$ cat config.mk
export PLATFORM = sky130hd
export DESIGN_NAME = ifr_rx_tracker
export DESIGN_NICKNAME = d
export VERILOG_FILES = /design/src/rtl/ifr_rx_pkg.sv /design/src/rtl/ifr_phase_fsm.sv /design/src/rtl/ifr_status_regs.sv /design/src/rtl/ifr_state_encoder.sv /design/src/rtl/ifr_rx_tracker.sv
export SDC_FILE = /design/constraint.sdc
export NUM_CORES = 1
export LEC_CHECK = 0
export BUFFER_PORTS_ARGS = -buffer_cell sky130_fd_sc_hd__clkbuf_2
export CAP_MARGIN = 20
export CORE_MARGIN = 2
export CORE_UTILIZATION = 44
export CTS_CLUSTER_DIAMETER = 30
export DETAILED_ROUTE_END_ITERATION = 12
export PLACE_DENSITY = 0.71
export SYNTH_ARGS = -nofsm -noshare
export SYNTH_HDL_FRONTEND = slang
export SYNTH_HIERARCHICAL = 1
export SYNTH_SLANG_ARGS = --single-unit
$ cat constraint.sdc
create_clock -name clk -period 2.05 [get_ports clk]
set_input_delay 0.41 -clock clk [delete_from_list [all_inputs] [get_ports clk]]
set_output_delay 0.41 -clock clk [all_outputs]
set_load 0.005 [all_outputs]
$ cat src/rtl/ifr_rx_pkg.sv
package ifr_rx_pkg;

    typedef enum logic [1:0] {
        PH_IDLE = 2'd0,
        PH_MSG  = 2'd1,
        PH_IFR  = 2'd2
    } phase_e;

    localparam int ST_MSG = 0;
    localparam int ST_IFR = 1;
    localparam int ST_EOF = 2;
    localparam int ST_ERR = 3;
    localparam int NUM_ST = 4;

    // pending receive conditions
    typedef struct packed {
        logic err;
        logic eof;
        logic byte_p;
        logic is_ifr;
    } pend_t;

    // per-cycle decisions of the phase tracker
    typedef struct packed {
        logic sof_ok;
        logic take_byte;
        logic take_eof;
        logic byte_ifr;
    } evt_t;

    function automatic logic [NUM_ST-1:0] pick_state(input pend_t p);
        logic [NUM_ST-1:0] s;
        s = '0;
        if (p.err)         s[ST_ERR] = 1'b1;
        else if (p.eof)    s[ST_EOF] = 1'b1;
        else if (p.byte_p) s[p.is_ifr ? ST_IFR : ST_MSG] = 1'b1;
        return s;
    endfunction

endpackage

$ cat src/rtl/ifr_phase_fsm.sv
module ifr_phase_fsm
    import ifr_rx_pkg::*;
(
    input  logic clk,
    input  logic rst,
    input  logic sof,
    input  logic eod,
    input  logic eof,
    input  logic byte_vld,
    input  logic err,
    output evt_t evt
);
    phase_e ph_q, ph_d;
    logic   busy, quiet;

    always_comb begin
        busy          = (ph_q != PH_IDLE);
        quiet         = !err && !sof;
        evt.sof_ok    = sof && !err;
        evt.take_byte = byte_vld && quiet && busy;
        evt.take_eof  = eof && quiet && busy;
        evt.byte_ifr  = (ph_q == PH_IFR);

        if (err)                          ph_d = PH_IDLE;
        else if (sof)                     ph_d = PH_MSG;
        else if (eof && busy)             ph_d = PH_IDLE;
        else if (eod && ph_q == PH_MSG)   ph_d = PH_IFR;
        else                              ph_d = ph_q;
    end

    always_ff @(posedge clk) begin
        if (rst) ph_q <= PH_IDLE;
        else     ph_q <= ph_d;
    end
endmodule

$ cat src/rtl/ifr_status_regs.sv
module ifr_status_regs
    import ifr_rx_pkg::*;
#(
    parameter int DATA_W = 8
)(
    input  logic              clk,
    input  logic              rst,
    input  evt_t              evt,
    input  logic              err,
    input  logic [DATA_W-1:0] byte_data,
    input  logic              rd,
    input  logic              mask_wr,
    input  logic              mask_wdata,
    output pend_t             pend,
    output logic [DATA_W-1:0] data_q,
    output logic              mask_q
);
    always_ff @(posedge clk) begin
        if (rst) begin
            pend   <= '0;
            data_q <= '0;
            mask_q <= 1'b0;
        end else begin
            if (evt.sof_ok) begin
                pend.err <= 1'b0;
                pend.eof <= 1'b0;
            end
            if (err && !mask_q)          pend.err <= 1'b1;
            if (evt.take_eof && !mask_q) pend.eof <= 1'b1;
            if (evt.take_byte && !mask_q) begin
                data_q      <= byte_data;
                pend.byte_p <= 1'b1;
                pend.is_ifr <= evt.byte_ifr;
            end else if (rd) begin
                pend.byte_p <= 1'b0;
            end
            if (evt.sof_ok) mask_q <= 1'b0;
            if (mask_wr)    mask_q <= mask_wdata;
        end
    end
endmodule

$ cat src/rtl/ifr_state_encoder.sv
module ifr_state_encoder
    import ifr_rx_pkg::*;
(
    input  pend_t             pend,
    output logic [NUM_ST-1:0] state,
    output logic              irq
);
    always_comb begin
        state = pick_state(pend);
        irq   = pend.err | pend.eof | pend.byte_p;
    end
endmodule

$ cat src/rtl/ifr_rx_tracker.sv
module ifr_rx_tracker
    import ifr_rx_pkg::*;
#(
    parameter int DATA_W = 8
)(
    input  logic              clk,
    input  logic              rst,
    input  logic              sym_sof,
    input  logic              sym_eod,
    input  logic              sym_eof,
    input  logic              sym_err,
    input  logic              byte_vld,
    input  logic [DATA_W-1:0] byte_data,
    input  logic              data_rd,
    input  logic              mask_wr,
    input  logic              mask_wdata,
    output logic [DATA_W-1:0] data_reg,
    output logic [3:0]        rx_state,
    output logic              irq,
    output logic              mask_active
);
    evt_t  evt;
    pend_t pend;

    ifr_phase_fsm u_phase (
        .clk      (clk),
        .rst      (rst),
        .sof      (sym_sof),
        .eod      (sym_eod),
        .eof      (sym_eof),
        .byte_vld (byte_vld),
        .err      (sym_err),
        .evt      (evt)
    );

    ifr_status_regs #(.DATA_W(DATA_W)) u_regs (
        .clk        (clk),
        .rst        (rst),
        .evt        (evt),
        .err        (sym_err),
        .byte_data  (byte_data),
        .rd         (data_rd),
        .mask_wr    (mask_wr),
        .mask_wdata (mask_wdata),
        .pend       (pend),
        .data_q     (data_reg),
        .mask_q     (mask_active)
    );

    ifr_state_encoder u_enc (
        .pend  (pend),
        .state (rx_state),
        .irq   (irq)
    );
endmodule

==> impl_metrics.xml <==
<?xml version="1.0" encoding="UTF-8"?>
<metrics>
  <group name="worst_setup_path">
    <metric name="setup.worst_path.start_class" unit="">flip-flop</metric>
    <metric name="worst-r2r-setup-slack" unit="ns">0.65</metric>
    <metric name="setup.worst_path.class" unit="">flip-flop to output pin</metric>
    <metric name="timing.critical_path.to_type" unit="">output pin</metric>
    <metric name="critical_path_required" unit="ns">1.64</metric>
    <metric name="slowest_stage" unit="">sky130_fd_sc_hd__or3_1</metric>
    <metric name="crit_family" unit="">simple AND/OR/NAND/NOR gates</metric>
    <metric name="worst-endpoint-arrival" unit="ns">1.11</metric>
    <metric name="crit_buf_inv" unit="">1</metric>
    <metric name="worst_setup_path_startpoint" unit="">u_regs/pend[3]</metric>
    <metric name="worstPathCellList" unit="">or3_1 -&gt; clkbuf_2</metric>
    <metric name="crit-reg2reg-launch" unit="">u_phase/ph_q[0]</metric>
    <metric name="cpPeakStageDelay" unit="ns">0.37</metric>
    <metric name="critical_path_peak_fanout" unit="">6</metric>
  </group>
  <group name="finish">
    <metric name="final_layout_net_count" unit="">125</metric>
    <metric name="layout.cell_area.non_filler" unit="um^2">895</metric>
    <metric name="synthToLayoutAreaGrowth" unit="%">25.0</metric>
    <metric name="final_layout_size_suffix_gt1_share" unit="%">35.8</metric>
    <metric name="antenna_fix_cells" unit="">0</metric>
  </group>
  <group name="placed_design">
    <metric name="placement.cell_area" unit="um^2">867</metric>
    <metric name="dp.final_hpwl" unit="um">1010</metric>
    <metric name="io_buffers" unit="">31</metric>
    <metric name="finalWeightedCongestion" unit="">0.802</metric>
  </group>
  <group name="cts">
    <metric name="ctsHoldBuffers" unit="">0</metric>
    <metric name="insertion_delay" unit="ns">0.29</metric>
    <metric name="path_clk_slew" unit="ns">0.09</metric>
    <metric name="clockRootBuffer" unit="">sky130_fd_sc_hd__clkbuf_4</metric>
    <metric name="clock_tree.buffer_depth" unit="">2</metric>
    <metric name="cts_tree" unit="">yes</metric>
    <metric name="cts_bufs_inserted" unit="">3</metric>
    <metric name="htreeDepth" unit="">1</metric>
    <metric name="postCtsResizedCells" unit="">0</metric>
    <metric name="cts.sinks" unit="">15</metric>
    <metric name="post_cts_buffers" unit="">0</metric>
  </group>
  <group name="floorplanning">
    <metric name="design.die.area" unit="um^2">1970</metric>
    <metric name="initial_utilization" unit="%">47.0</metric>
    <metric name="core_region_area" unit="um^2">1520</metric>
    <metric name="vertical_die_dimension" unit="um">44.3</metric>
    <metric name="die_width" unit="um">44.3</metric>
    <metric name="core.rowCount" unit="">14</metric>
    <metric name="io_pins" unit="">32</metric>
  </group>
  <group name="sta">
    <metric name="setup_violations_final" unit="">0</metric>
    <metric name="tns" unit="ns">0</metric>
    <metric name="achievable-frequency" unit="MHz">657</metric>
    <metric name="fin_worst_skew" unit="ns">0.00929</metric>
    <metric name="unrepaired_setup_endpoints_after_global_routing" unit="">no</metric>
    <metric name="timing.final.crit_period" unit="ns">1.52</metric>
    <metric name="worst_slew_margin_rel" unit="%">76.7</metric>
    <metric name="timing_worst_slew_pin_value" unit="ns">0.344</metric>
    <metric name="min_period_over_period" unit="%">74.2</metric>
    <metric name="report.final.slew_viol_count" unit="">0</metric>
    <metric name="hold_viol" unit="">0</metric>
  </group>
  <group name="yosys">
    <metric name="post_synth_most_frequent_cells" unit="">sky130_fd_sc_hd__dfxtp_1 (15), sky130_fd_sc_hd__nand2b_1 (14), sky130_fd_sc_hd__nand4bb_1 (9), sky130_fd_sc_hd__o21ai_1 (9), sky130_fd_sc_hd__a21oi_1 (4)</metric>
    <metric name="ys_seq_area_share" unit="%">42.0</metric>
    <metric name="async_flop_share" unit="%">0</metric>
    <metric name="number_of_warnings_issued_by_yosys" unit="">6</metric>
    <metric name="post_synth_instance_area" unit="um^2">716</metric>
    <metric name="synth-edff-count" unit="">0</metric>
    <metric name="netlist_instances" unit="">75</metric>
    <metric name="synth_unique_cells" unit="">24</metric>
    <metric name="post_syn_nets" unit="">93</metric>
    <metric name="post-synth-top-area-cell" unit="">sky130_fd_sc_hd__dfxtp_1</metric>
    <metric name="dominantRegCellSynth" unit="">sky130_fd_sc_hd__dfxtp_1</metric>
    <metric name="netlist_top_cells_area" unit="">sky130_fd_sc_hd__dfxtp_1 (42%), sky130_fd_sc_hd__nand4bb_1 (14%), sky130_fd_sc_hd__nand2b_1 (12%), sky130_fd_sc_hd__o21ai_1 (6.3%), sky130_fd_sc_hd__a21oi_1 (2.8%)</metric>
    <metric name="share_of_the_synthesized_area_in_the_top_cell_type" unit="%">42.0</metric>
    <metric name="most_instantiated_library_cell_after_synthesis" unit="">sky130_fd_sc_hd__dfxtp_1</metric>
    <metric name="ys_seq_elements" unit="">15</metric>
    <metric name="syn-mean-instance-area" unit="um^2">9.54</metric>
  </group>
  <group name="power_and_ir_drop">
    <metric name="static_leakage_power" unit="uW">0.000395</metric>
    <metric name="worst_ir_drop_vdd" unit="mV">0.282</metric>
    <metric name="power.density" unit="nW/um^2">589</metric>
  </group>
  <group name="job">
    <metric name="cap_violations" unit="">0</metric>
  </group>
  <group name="routing">
    <metric name="detail_route.wirelength" unit="um">1410</metric>
    <metric name="route.met2.wl" unit="um">659</metric>
    <metric name="wl_per_cell" unit="um">11.5</metric>
    <metric name="detailroute.wirelength.met3" unit="um">68</metric>
    <metric name="first_iter_violations" unit="">4</metric>
    <metric name="route.detailed.drc" unit="">0</metric>
    <metric name="drtPass1Iterations" unit="">3</metric>
    <metric name="residual_antenna_violating_net_count_after_detailed_routing" unit="">0</metric>
    <metric name="detail_route.vias_per_cell" unit="">5.19</metric>
    <metric name="m1WireLength" unit="um">680</metric>
    <metric name="maxUsedRoutingLayer" unit="">met3</metric>
    <metric name="dr_total_vias" unit="">633</metric>
  </group>
  <group name="hold_path">
    <metric name="min_from" unit="">mask_wdata</metric>
    <metric name="hold_class" unit="">primary input to flip-flop</metric>
  </group>
  <group name="global_routing">
    <metric name="antenna_violations_before_repair" unit="">0</metric>
    <metric name="first_global_vias" unit="">589</metric>
    <metric name="grt_max_degree" unit="">25</metric>
    <metric name="overflow" unit="">0</metric>
    <metric name="grtUsageTotal" unit="%">15.8</metric>
    <metric name="global_route_wire_length_before_repair" unit="um">2350</metric>
  </group>
  <group name="status">
    <metric name="outcome" unit="">finished clean</metric>
  </group>
</metrics>
## layout by cell type, fill, tap and decap left out, drive strengths merged
master,count
or3b,1
and4bb,1
and2b,2
nand2b,14
clkbuf,34
a21oi,4
dfxtp,15
nand4bb,9
nand2,1
o21ai,9
nor2b,3
or4,1
clkinv,1
nor4b,2
or3,1
nor4,1
buf,1
nor3,1
nor2,2
inv,1
a31oi,1
o21ba,1
## final timing paths
check	end	cells past startpoint
max	irq	2
min	u_regs/mask_q	3
max reg2reg	u_regs/data_q[0]	4
min reg2reg	u_regs/data_q[4]	2
## registers in the layout (all words and copies together), names as in the netlist
register	flops
u_regs/mask_q	1
u_regs/data_q	8
u_phase/ph_q	2
u_regs/pend	4
## report_power, final
part	switching, uW	leakage, uW	internal (uW)	total, uW
Combinational	21.1	0.000256	31.9	53.0
Clock	98.5	0.0000177	72.4	171
Sequential	6.50	0.000122	296	303
## through the flow
stage          instances  hold slack [ns]  power (uW)  setup slack [ns]  utilization, %
3_3_place_gp         118            0.455         361             0.532            56.9
6_report             122            0.357         527             0.528            58.7
2_1_floorplan         75            0.451         338             0.195               -
3_5_place_dp         118            0.456         363             0.494            56.9
5_1_grt              122            0.351         556             0.469            58.7
4_1_cts              122            0.351         533             0.510            58.7
## layout make-up
| type | count | area, um^2 |
|---|---|---|
| repair buffers | 32 | 163 |
| inverters | 1 | 3.75 |
| clock inverters | 1 | 5.00 |
| fillers | 160 | 629 |
| flip-flops and latches | 15 | 300 |
| multi-input cells | 54 | 380 |
| clock buffers | 3 | 22.5 |
| well taps | 16 | 20.0 |
## per-layer routing
metal / vias to the layer above / global-route usage [%]
met4: 0 / 5.45
li1: 331 / -
met3: 0 / 3.67
met1: 285 / 20.3
met5: - / 0
met2: 17 / 25.9
## cells by family after synthesis
| group | count (synthesis) | share of synthesized area (%) |
|---|---|---|
| flip-flops | 15 | 42.0 |
| AO/OA/AOI/OAI | 15 | 11.4 |
| AND/OR/NAND/NOR | 39 | 41.8 |
| buffers and inverters | 6 | 4.89 |
## worst register-to-register path, cell delays in order, from the launching register on
cell and delay, ns:
sky130_fd_sc_hd__dfxtp_1 0.38, sky130_fd_sc_hd__nor2_1 0.08, sky130_fd_sc_hd__nor4b_1 0.32, sky130_fd_sc_hd__and2b_1 0.38, sky130_fd_sc_hd__o21ai_1 0.12
Power figures use the tool's default switching activity.
